[src/rtl/tfs_pkg.sv]
package tfs_pkg;
  localparam int ACT_W   = 6;
  localparam int A_UNDEF = 0;
  localparam int A_TRAP2 = 1;
  localparam int A_TRAP3 = 2;
  localparam int A_EL1   = 3;
  localparam int A_EL2   = 4;
  localparam int A_MEM   = 5;

  typedef enum logic [1:0] {F_NONE, F_PRI, F_ALIAS, F_EL2R} form_e;

  localparam logic [1:0] OP0_SYS   = 2'd3;
  localparam logic [2:0] OP1_PRI   = 3'd0;
  localparam logic [2:0] OP1_ALIAS = 3'd5;
  localparam logic [2:0] OP1_EL2R  = 3'd4;
  localparam logic [3:0] CRN_TFS   = 4'd5;
  localparam logic [3:0] CRM_TFS   = 4'd6;
  localparam logic [2:0] OP2_TFS   = 3'd0;

  function automatic logic [ACT_W-1:0] one_act(input int idx);
    return ACT_W'(1) << idx;
  endfunction

  // Outcome of a denied EL3 tag-access check.
  function automatic logic [ACT_W-1:0] el3_deny(input logic sdd);
    return sdd ? one_act(A_UNDEF) : one_act(A_TRAP3);
  endfunction
endpackage

[src/rtl/tfs_enc_match.sv]
module tfs_enc_match
  import tfs_pkg::*;
(
  input  logic [1:0] op0,
  input  logic [2:0] op1,
  input  logic [3:0] crn,
  input  logic [3:0] crm,
  input  logic [2:0] op2,
  output form_e      form
);
  logic common_ok;
  assign common_ok = (op0 == OP0_SYS) && (crn == CRN_TFS) &&
                     (crm == CRM_TFS) && (op2 == OP2_TFS);

  always_comb begin
    form = F_NONE;
    if (common_ok) begin
      if (op1 == OP1_PRI)        form = F_PRI;
      else if (op1 == OP1_ALIAS) form = F_ALIAS;
      else if (op1 == OP1_EL2R)  form = F_EL2R;
    end
  end
endmodule

[src/rtl/tfs_gate.sv]
module tfs_gate (
  input  logic el2_present,
  input  logic el3_present,
  input  logic el2_enabled,
  input  logic el2_tag_en,
  input  logic el3_tag_en,
  input  logic sdd_prio,
  output logic prio_undef,
  output logic el2_block,
  output logic el3_block
);
  assign el3_block  = el3_present & ~el3_tag_en;
  assign prio_undef = el3_block & sdd_prio;
  assign el2_block  = el2_present & el2_enabled & ~el2_tag_en;
endmodule

[src/rtl/tfs_resolve.sv]
module tfs_resolve
  import tfs_pkg::*;
#(
  parameter int              EC_W    = 6,
  parameter logic [EC_W-1:0] EC_VAL  = 6'h18,
  parameter int              OFS_W   = 12,
  parameter logic [OFS_W-1:0] OFS_VAL = 12'h190
) (
  input  form_e             form,
  input  logic [1:0]        cur_el,
  input  logic [2:0]        nv,
  input  logic              host_mode,
  input  logic              prio_undef,
  input  logic              el2_block,
  input  logic              el3_block,
  input  logic              sdd_undef,
  output logic [ACT_W-1:0]  act,
  output logic [EC_W-1:0]   exc_class,
  output logic [OFS_W-1:0]  mem_offset
);
  // Shared check chain: (a), optional (c), (d), then the final result.
  function automatic logic [ACT_W-1:0] gated(input logic use_el2,
                                             input logic [ACT_W-1:0] pass);
    if (prio_undef)            return one_act(A_UNDEF);
    if (use_el2 && el2_block)  return one_act(A_TRAP2);
    if (el3_block)             return el3_deny(sdd_undef);
    return pass;
  endfunction

  always_comb begin
    act = '0;
    case (form)
      F_PRI: begin
        case (cur_el)
          2'd0: act = one_act(A_UNDEF);
          2'd1: begin
            if (prio_undef)         act = one_act(A_UNDEF);
            else if (nv == 3'b011)  act = one_act(A_TRAP2);
            else if (el2_block)     act = one_act(A_TRAP2);
            else if (el3_block)     act = el3_deny(sdd_undef);
            else if (nv == 3'b111)  act = one_act(A_MEM);
            else                    act = one_act(A_EL1);
          end
          2'd2: act = gated(1'b0, host_mode ? one_act(A_EL2) : one_act(A_EL1));
          default: act = one_act(A_EL1);
        endcase
      end
      F_ALIAS: begin
        case (cur_el)
          2'd0: act = one_act(A_UNDEF);
          2'd1: begin
            if (nv == 3'b101)  act = one_act(A_MEM);
            else if (nv[0])    act = one_act(A_TRAP2);
            else               act = one_act(A_UNDEF);
          end
          2'd2: act = host_mode ? gated(1'b0, one_act(A_EL1)) : one_act(A_UNDEF);
          default: act = host_mode ? one_act(A_EL1) : one_act(A_UNDEF);
        endcase
      end
      F_EL2R: begin
        case (cur_el)
          2'd0: act = one_act(A_UNDEF);
          2'd1: begin
            if (nv[2] && nv[0])  act = gated(1'b1, one_act(A_EL1));
            else if (nv[0])      act = one_act(A_TRAP2);
            else                 act = one_act(A_UNDEF);
          end
          2'd2: act = gated(1'b0, one_act(A_EL2));
          default: act = one_act(A_EL2);
        endcase
      end
      default: act = '0;
    endcase
  end

  assign exc_class  = (act[A_TRAP2] | act[A_TRAP3]) ? EC_VAL : '0;
  assign mem_offset = act[A_MEM] ? OFS_VAL : '0;
endmodule

[src/rtl/tfs_access_decoder.sv]
module tfs_access_decoder
  import tfs_pkg::*;
#(
  parameter int               EC_W    = 6,
  parameter logic [EC_W-1:0]  EC_VAL  = 6'h18,
  parameter int               OFS_W   = 12,
  parameter logic [OFS_W-1:0] OFS_VAL = 12'h190
) (
  input  logic [1:0]       cur_el,
  input  logic [1:0]       enc_op0,
  input  logic [2:0]       enc_op1,
  input  logic [3:0]       enc_crn,
  input  logic [3:0]       enc_crm,
  input  logic [2:0]       enc_op2,
  input  logic             is_write,
  input  logic             el2_present,
  input  logic             el3_present,
  input  logic             el2_enabled,
  input  logic             host_mode,
  input  logic [2:0]       nv,
  input  logic             el2_tag_en,
  input  logic             el3_tag_en,
  input  logic             sdd_prio,
  input  logic             sdd_undef,
  output logic [5:0]       act,
  output logic             no_match,
  output logic [EC_W-1:0]  exc_class,
  output logic [OFS_W-1:0] mem_offset,
  output logic             wr_en
);
  form_e form;
  logic  prio_undef, el2_block, el3_block;
  logic  stores_data;

  tfs_enc_match u_match (
    .op0(enc_op0), .op1(enc_op1), .crn(enc_crn), .crm(enc_crm), .op2(enc_op2),
    .form(form)
  );

  tfs_gate u_gate (
    .el2_present(el2_present), .el3_present(el3_present),
    .el2_enabled(el2_enabled), .el2_tag_en(el2_tag_en),
    .el3_tag_en(el3_tag_en), .sdd_prio(sdd_prio),
    .prio_undef(prio_undef), .el2_block(el2_block), .el3_block(el3_block)
  );

  tfs_resolve #(.EC_W(EC_W), .EC_VAL(EC_VAL), .OFS_W(OFS_W), .OFS_VAL(OFS_VAL)) u_res (
    .form(form), .cur_el(cur_el), .nv(nv), .host_mode(host_mode),
    .prio_undef(prio_undef), .el2_block(el2_block), .el3_block(el3_block),
    .sdd_undef(sdd_undef), .act(act), .exc_class(exc_class),
    .mem_offset(mem_offset)
  );

  assign no_match    = (form == F_NONE);
  assign stores_data = act[A_EL1] | act[A_EL2] | act[A_MEM];
  assign wr_en       = is_write & stores_data;

  always_comb begin
    p_quiet_nomatch_r1: assert (!no_match || (act == '0 && exc_class == '0))
      else $error("no_match with action asserted");
    p_onehot_act_r9: assert (no_match || $countones(act) == 1)
      else $error("action not one-hot");
    p_el0_undef_r2: assert (no_match || cur_el != 2'd0 || act[A_UNDEF])
      else $error("EL0 access not undefined");
    p_trap_class_r10: assert (((act[A_TRAP2] | act[A_TRAP3]) != 1'b0) == (exc_class == EC_VAL))
      else $error("syndrome class mismatch");
    p_mem_offset_r10: assert (act[A_MEM] == (mem_offset == OFS_VAL))
      else $error("redirect offset mismatch");
    p_el3_primary_r4: assert (!(form == F_PRI && cur_el == 2'd3) || act[A_EL1])
      else $error("EL3 primary not EL1 copy");
  end
endmodule

[config.mk]
export PLATFORM = sky130hd
export DESIGN_NAME = tfs_access_decoder
export DESIGN_NICKNAME = d
export VERILOG_FILES = /design/src/rtl/tfs_pkg.sv /design/src/rtl/tfs_enc_match.sv /design/src/rtl/tfs_gate.sv /design/src/rtl/tfs_resolve.sv /design/src/rtl/tfs_access_decoder.sv
export SDC_FILE = /design/constraint.sdc
export NUM_CORES = 1
export LEC_CHECK = 0
export ABC_AREA = 0
export BUFFER_PORTS_ARGS = -buffer_cell sky130_fd_sc_hd__buf_2
export CAP_MARGIN = 25
export CORE_MARGIN = 2
export CORE_UTILIZATION = 40
export DETAILED_ROUTE_END_ITERATION = 10
export GPL_TIMING_DRIVEN = 0
export PLACE_DENSITY = 0.82
export SLEW_MARGIN = 10
export SYNTH_ARGS = -nofsm -noshare
export SYNTH_HDL_FRONTEND = slang
export SYNTH_SLANG_ARGS = --single-unit
[constraint.sdc]
create_clock -name vclk -period 2.7
set_input_delay 0 -clock vclk [all_inputs]
set_output_delay 0 -clock vclk [all_outputs]
set_load 0.01 [all_outputs]
=== Word level (Yosys, flattened, before mapping) ===
Cells that the tools add are included.

* Input bits: 30
* Output and inout port bits: 26
* Word-level logic and storage cells: 94
* Flip-flop bits (word level): 0

* Muxes and demuxes: 63
* Reduce and logical (&&, ||, !) cells: 8
* Equal/unequal tests: 13
* Bitwise operators: 10

{| class="wikitable"
|+ Operators by type and width
! operator !! count
|-
| 6-bit 2-to-1 mux || 21
|-
| 6-bit case mux with 3 select lines || 4
|-
| 1-bit 2-to-1 mux || 28
|-
| 3-bit == test, second input constant || 4
|-
| 2-bit 2-to-1 mux || 5
|-
| 5-bit 2-to-1 mux || 2
|-
| 9-bit 2-to-1 mux || 1
|-
| 2-bit == test, second input constant || 4
|-
| 4-bit by 3-bit == test with 1-bit output, second input constant || 2
|-
| 3-bit logical NOT || 2
|-
| 1-bit AND || 5
|-
| 2-bit by 1-bit == test with 1-bit output, second input constant || 2
|-
| 1-bit logical AND || 4
|-
| 2-bit logical NOT || 2
|-
| 4-bit 2-to-1 mux || 1
|-
| 3-bit by 2-bit == test with 1-bit output, second input constant || 1
|-
| 3-bit 2-to-1 mux || 1
|-
| 1-bit bitwise OR || 3
|-
| 1-bit inverter || 2
|}

=== Logic depth before layout (Yosys ltp) ===
* Depth in word-level cells: 25
* Gate-level depth with buffers: 7
* Mapped depth without buffers: 5

=== Hierarchy ===
A second synthesis with hierarchy kept.

* Cell total of the unflattened synthesis: 79
* Area total of the unflattened synthesis: 524.3 µm²

{| class="wikitable"
|+ By module, submodules not included
! module !! times used !! seq. area each (µm²) !! cells each !! area an instance (µm²)
|-
| tfs_resolve || 1 || 0.0 || 67 || 430.4
|-
| tfs_enc_match || 1 || 0.0 || 7 || 57.6
|-
| tfs_gate || 1 || 0.0 || 3 || 23.8
|-
| tfs_access_decoder || 1 || 0.0 || 2 || 12.5
|}

=== Least setup slack after synthesis ===
OpenSTA, ideal clock, no wires.

* Path type: in2out
* Start point: input enc_crn[1]
* End point: output wr_en
* Slack: 1.278 ns
* Required time: 2.700 ns
* Stages: 5
* Data arrival time: 1.422 ns
* Buffers on the path: 0
* Cells stage by stage: and4b_1 and3_1 nand3_2 o32ai_1 o31a_1

* Elaborated cells on any way between the ends: 12
* Those cells by class: eq/ne: 4; mux: 2; bitwise: 3; reduce/logical: 3

{| class="wikitable"
|+ RTL lines
! what !! RTL line !! RTL
|-
| from (decl) || tfs_access_decoder.sv:12 || <nowiki>input logic [3:0] enc_crn,</nowiki>
|-
| 4-bit by 3-bit == test with 1-bit output (*) || tfs_enc_match.sv:12 || <nowiki>assign common_ok = (op0 == OP0_SYS) && (crn == CRN_TFS) &&</nowiki>
|-
| 1-bit logical AND (*) (2 in a row) || tfs_enc_match.sv:12 ||
|-
| 1-bit logical AND (*) || tfs_enc_match.sv:13 || <nowiki>(crm == CRM_TFS) && (op2 == OP2_TFS);</nowiki>
|-
| 2-bit 2-to-1 mux (*) || tfs_enc_match.sv:17 || <nowiki>if (common_ok) begin</nowiki>
|-
| 2-bit == test / 2-bit by 1-bit == test with 1-bit output (equally long branches) || -- ||
|-
| 6-bit case mux with 3 select lines (*) || tfs_resolve.sv:32 || <nowiki>case (form)</nowiki>
|-
| named net act[5] || tfs_access_decoder.sv:25 || <nowiki>output logic [5:0] act,</nowiki>
|-
| 1-bit bitwise OR (*) || tfs_access_decoder.sv:55 || <nowiki>assign stores_data = act[A_EL1] | act[A_EL2] | act[A_MEM];</nowiki>
|-
| 1-bit AND (*) || tfs_access_decoder.sv:56 || <nowiki>assign wr_en = is_write & stores_data;</nowiki>
|-
| to (decl) || tfs_access_decoder.sv:29 || <nowiki>output logic wr_en</nowiki>
|}

The timed path passes the listed nets; every way through them passes the cells marked *.

=== Final worst setup path ===
* Start point: input enc_crn[1]
* End point: output mem_offset[8]

* Cells in the longest elaborated chain, start to end: 8
* Elaborated cells on any way between the ends: 10
* Those cells by class: eq/ne: 4; mux: 3; reduce/logical: 3

{| class="wikitable"
|+ RTL lines
! what !! RTL line !! RTL
|-
| 4-bit by 3-bit == test with 1-bit output (*) || tfs_enc_match.sv:12 ||
|-
| 1-bit logical AND (*) (2 in a row) || tfs_enc_match.sv:12 ||
|-
| 1-bit logical AND (*) || tfs_enc_match.sv:13 ||
|-
| 2-bit 2-to-1 mux (*) || tfs_enc_match.sv:17 ||
|-
| 2-bit == test / 2-bit by 1-bit == test with 1-bit output (equally long branches) || -- ||
|-
| 6-bit case mux with 3 select lines (*) || tfs_resolve.sv:32 ||
|-
| 9-bit 2-to-1 mux (*) || tfs_resolve.sv:77 || <nowiki>assign mem_offset = act[A_MEM] ? OFS_VAL : '0;</nowiki>
|-
| to (decl) || tfs_access_decoder.sv:28 || <nowiki>output logic [OFS_W-1:0] mem_offset,</nowiki>
|}

Every way passes the cells marked *; elsewhere a longest branch is shown, timed or not.

==> results.toml <==
[outcome]
outcome = "finished clean"

[power_and_ir_drop]
p_switching_w = 0.0000503
power_frac_comb = 1.000
power.total_w = 0.0000970
seq_power_share = 0
p_clk_frac = 0
p_leak_nw = 0.472
p_int_w = 0.0000467
powerDensity_nw_per_um2 = 108
p_sw_frac = 0.519
ir_drop_mv = 0.0548

[worst_hold_path]
hp-start = "is_write"
hold_depth = 3
min_to = "wr_en"
hold_class = "in2out"

[setup_path]
cp_common_cell = "buf_2"
crit_family = "compound AO/OA/AOI/OAI gates"
critical_path.endpoint_type = "output port"
cp_max_fo = 6
start_kind = "input pin"
critPathSlowestCell = "o32ai_1"
worst-path-buf-inv = 3
cp_cell_sequence = "buf_2 -> and4b_1 -> and3_1 -> nand3_2 -> o32ai_1 -> buf_4 -> buf_2"
worstPathRequired_ns = 2.70
arrival_ns = 1.64
cpPeakStageDelay_ns = 0.63
crit_type = "in2out"

[timing]
fin_crit_ns = 1.64
whs_ns = 0.304
slew_headroom = 0.579
period_share = 0.607
rsz0062_at_grt = "false"
max_freq_ghz = 0.610
worst_pin_slew_ns = 0.630
finalSetupTns_ns = 0
hold_violations = 0
setup_viol = 0
slew_viol_final = 0

[yosys]
synth_warnings = 0
seq_area_frac_synth = 0
synth_simple_gate_area_frac = 0.449
synth_top_family_by_area = "simple AND/OR/NAND/NOR gates"
synthTopCellsByArea = "buf_4, nand3_1, nor2_1"
syn_inst = 95
synth_adder_area_share = 0
yosysTopAreaCell = "buf_4"
synth_xor_area_frac = 0
synthDistinctLibCells = 35
synth_mux_area_frac = 0
avgSynthCellArea_sq_um = 6.62
synth.top_cell.area_share = 0.215
syn_area_sq_um = 629
synth_compound_area_frac = 0.284

[global_route]
first_global_vias = 695
use_met3 = 0.00417
grt_pass1_wl_um = 2900
met2_usage = 0.329
gr-total-overflow = 0
grtUsageTotal = 0.186
top_usage_layer = "met2"
antenna_found_initial = 0
grt_max_degree = 11
use_met1 = 0.260

[layout]
area_growth_pct = 42.1
diodes = 0
utilization = 0.601
multiInputGateArea_sq_um = 510
fillCellCount = 142
nNetsFinal = 179
n_sequential_cell = 0
regArea_sq_um = 0
clkbuf_count = 0
final_cells = 163
drive_above_1_share = 0.435

[die]
start_util = 0.423
fp.coreArea_sq_um = 1490
dieHeight_um = 43.7
pin_count = 56
rows = 14
die_x_um = 43.7
die_area_sq_um = 1910

[detailed_routing]
final_antenna_net_count = 0
wire_per_inst_um = 11.2
first_iter_violations = 34
viasPerCell = 5.23
vias = 853
dr.pass1.iters = 4
drc = 0
finalWirelength_um = 1820

[placed_design]
io_buffers = 40
dp_cells = 163
place_congestion = 0.914
dp_hpwl_um = 1500

[cts]
cts.repair.resized = 0
cts_setup_buffers = 0
hold_buffers = 0

[run]
cap_violations = 0
[area by class of cell]
cell class | count | area share
plain buffers | 22 | 0.171
inverters | 3 | 0.0126
multi-input cells | 82 | 0.571
well taps | 16 | 0.0224
repair buffers | 40 | 0.224
[Yosys cell counts]
cell	n
o211ai_1	1
a21oi_1	4
clkbuf_1	2
buf_4	18
nand2b_1	3
nor2b_1	1
conb_1	1
inv_1	3
nor3b_2	1
nand3b_1	2
o21bai_1	3
o21ai_0	2
a31o_1	1
and2b_1	2
nand3_1	6
and4b_1	1
nand2_1	4
nor2_1	8
a31oi_1	2
nor4_1	1
nand3_2	1
o21ai_1	2
o31a_1	3
o32ai_1	3
and4_2	1
a32oi_1	1
a2bb2oi_1	1
buf_2	2
and3b_1	2
a221oi_1	2
and3_1	1
nor3_1	4
nand4_1	3
nor4b_4	1
nor4b_1	2
[cells by family (layout without fill, tap and decap cells)]
group / count (synthesis) / in the layout
buf+inv: 25 / 65
compound gates: 25 / 25
other cells: 1 / 13
simple gates: 44 / 44
[power by group through the flow]
stage	combinational [W]	clock, W	sequential (W)
final	0.0000970	0	0
after global routing	0.000107	0	0
after CTS	0.0000948	0	0
after detailed placement	0.0000946	0	0
after global placement	0.0000928	0	0
after floorplan	0.0000622	0	0
[how the worst max path moves through the flow]
stage	from	to	slack (ns)	depth (start not counted)
4_1_cts	enc_crn[1]	mem_offset[8]	1.04	7
3_5_place_dp	enc_crn[1]	mem_offset[8]	1.04	7
6_report	enc_crn[1]	mem_offset[8]	1.06	7
5_1_grt	enc_crn[1]	mem_offset[7]	0.88	7
2_1_floorplan	enc_crn[1]	wr_en	1.28	5
3_3_place_gp	enc_crn[1]	mem_offset[7]	1.07	7
[cell usage in the layout (no fill, tap or decap), drive strengths merged, types with 3 or more instances in the layout]
| cell type | n |
|---|---|
| nand2b | 3 |
| a21oi | 4 |
| conb | 13 |
| buf | 60 |
| nand4 | 3 |
| o31a | 3 |
| o32ai | 3 |
| nand3 | 7 |
| nor4b | 3 |
| nand2 | 4 |
| o21bai | 3 |
| nor2 | 8 |
| nor3 | 4 |
| inv | 3 |
| o21ai | 4 |
[metrics by stage]
stage	instance area, sq um	setup WS [ns]
6_report	895	1.06
2_1_floorplan	674	1.28
3_3_place_gp	895	1.07
3_5_place_dp	895	1.04
4_1_cts	895	1.04
5_1_grt	895	0.880
[metal layers]
metal	up-vias	wire (um)	share of wire
li1	435	-	-
met1	378	764	0.42
met2	40	929	0.51
met3	0	129	0.071
met4	0	0	0
met5	-	0	0
Note: power is estimated with default switching activity, not from simulation.
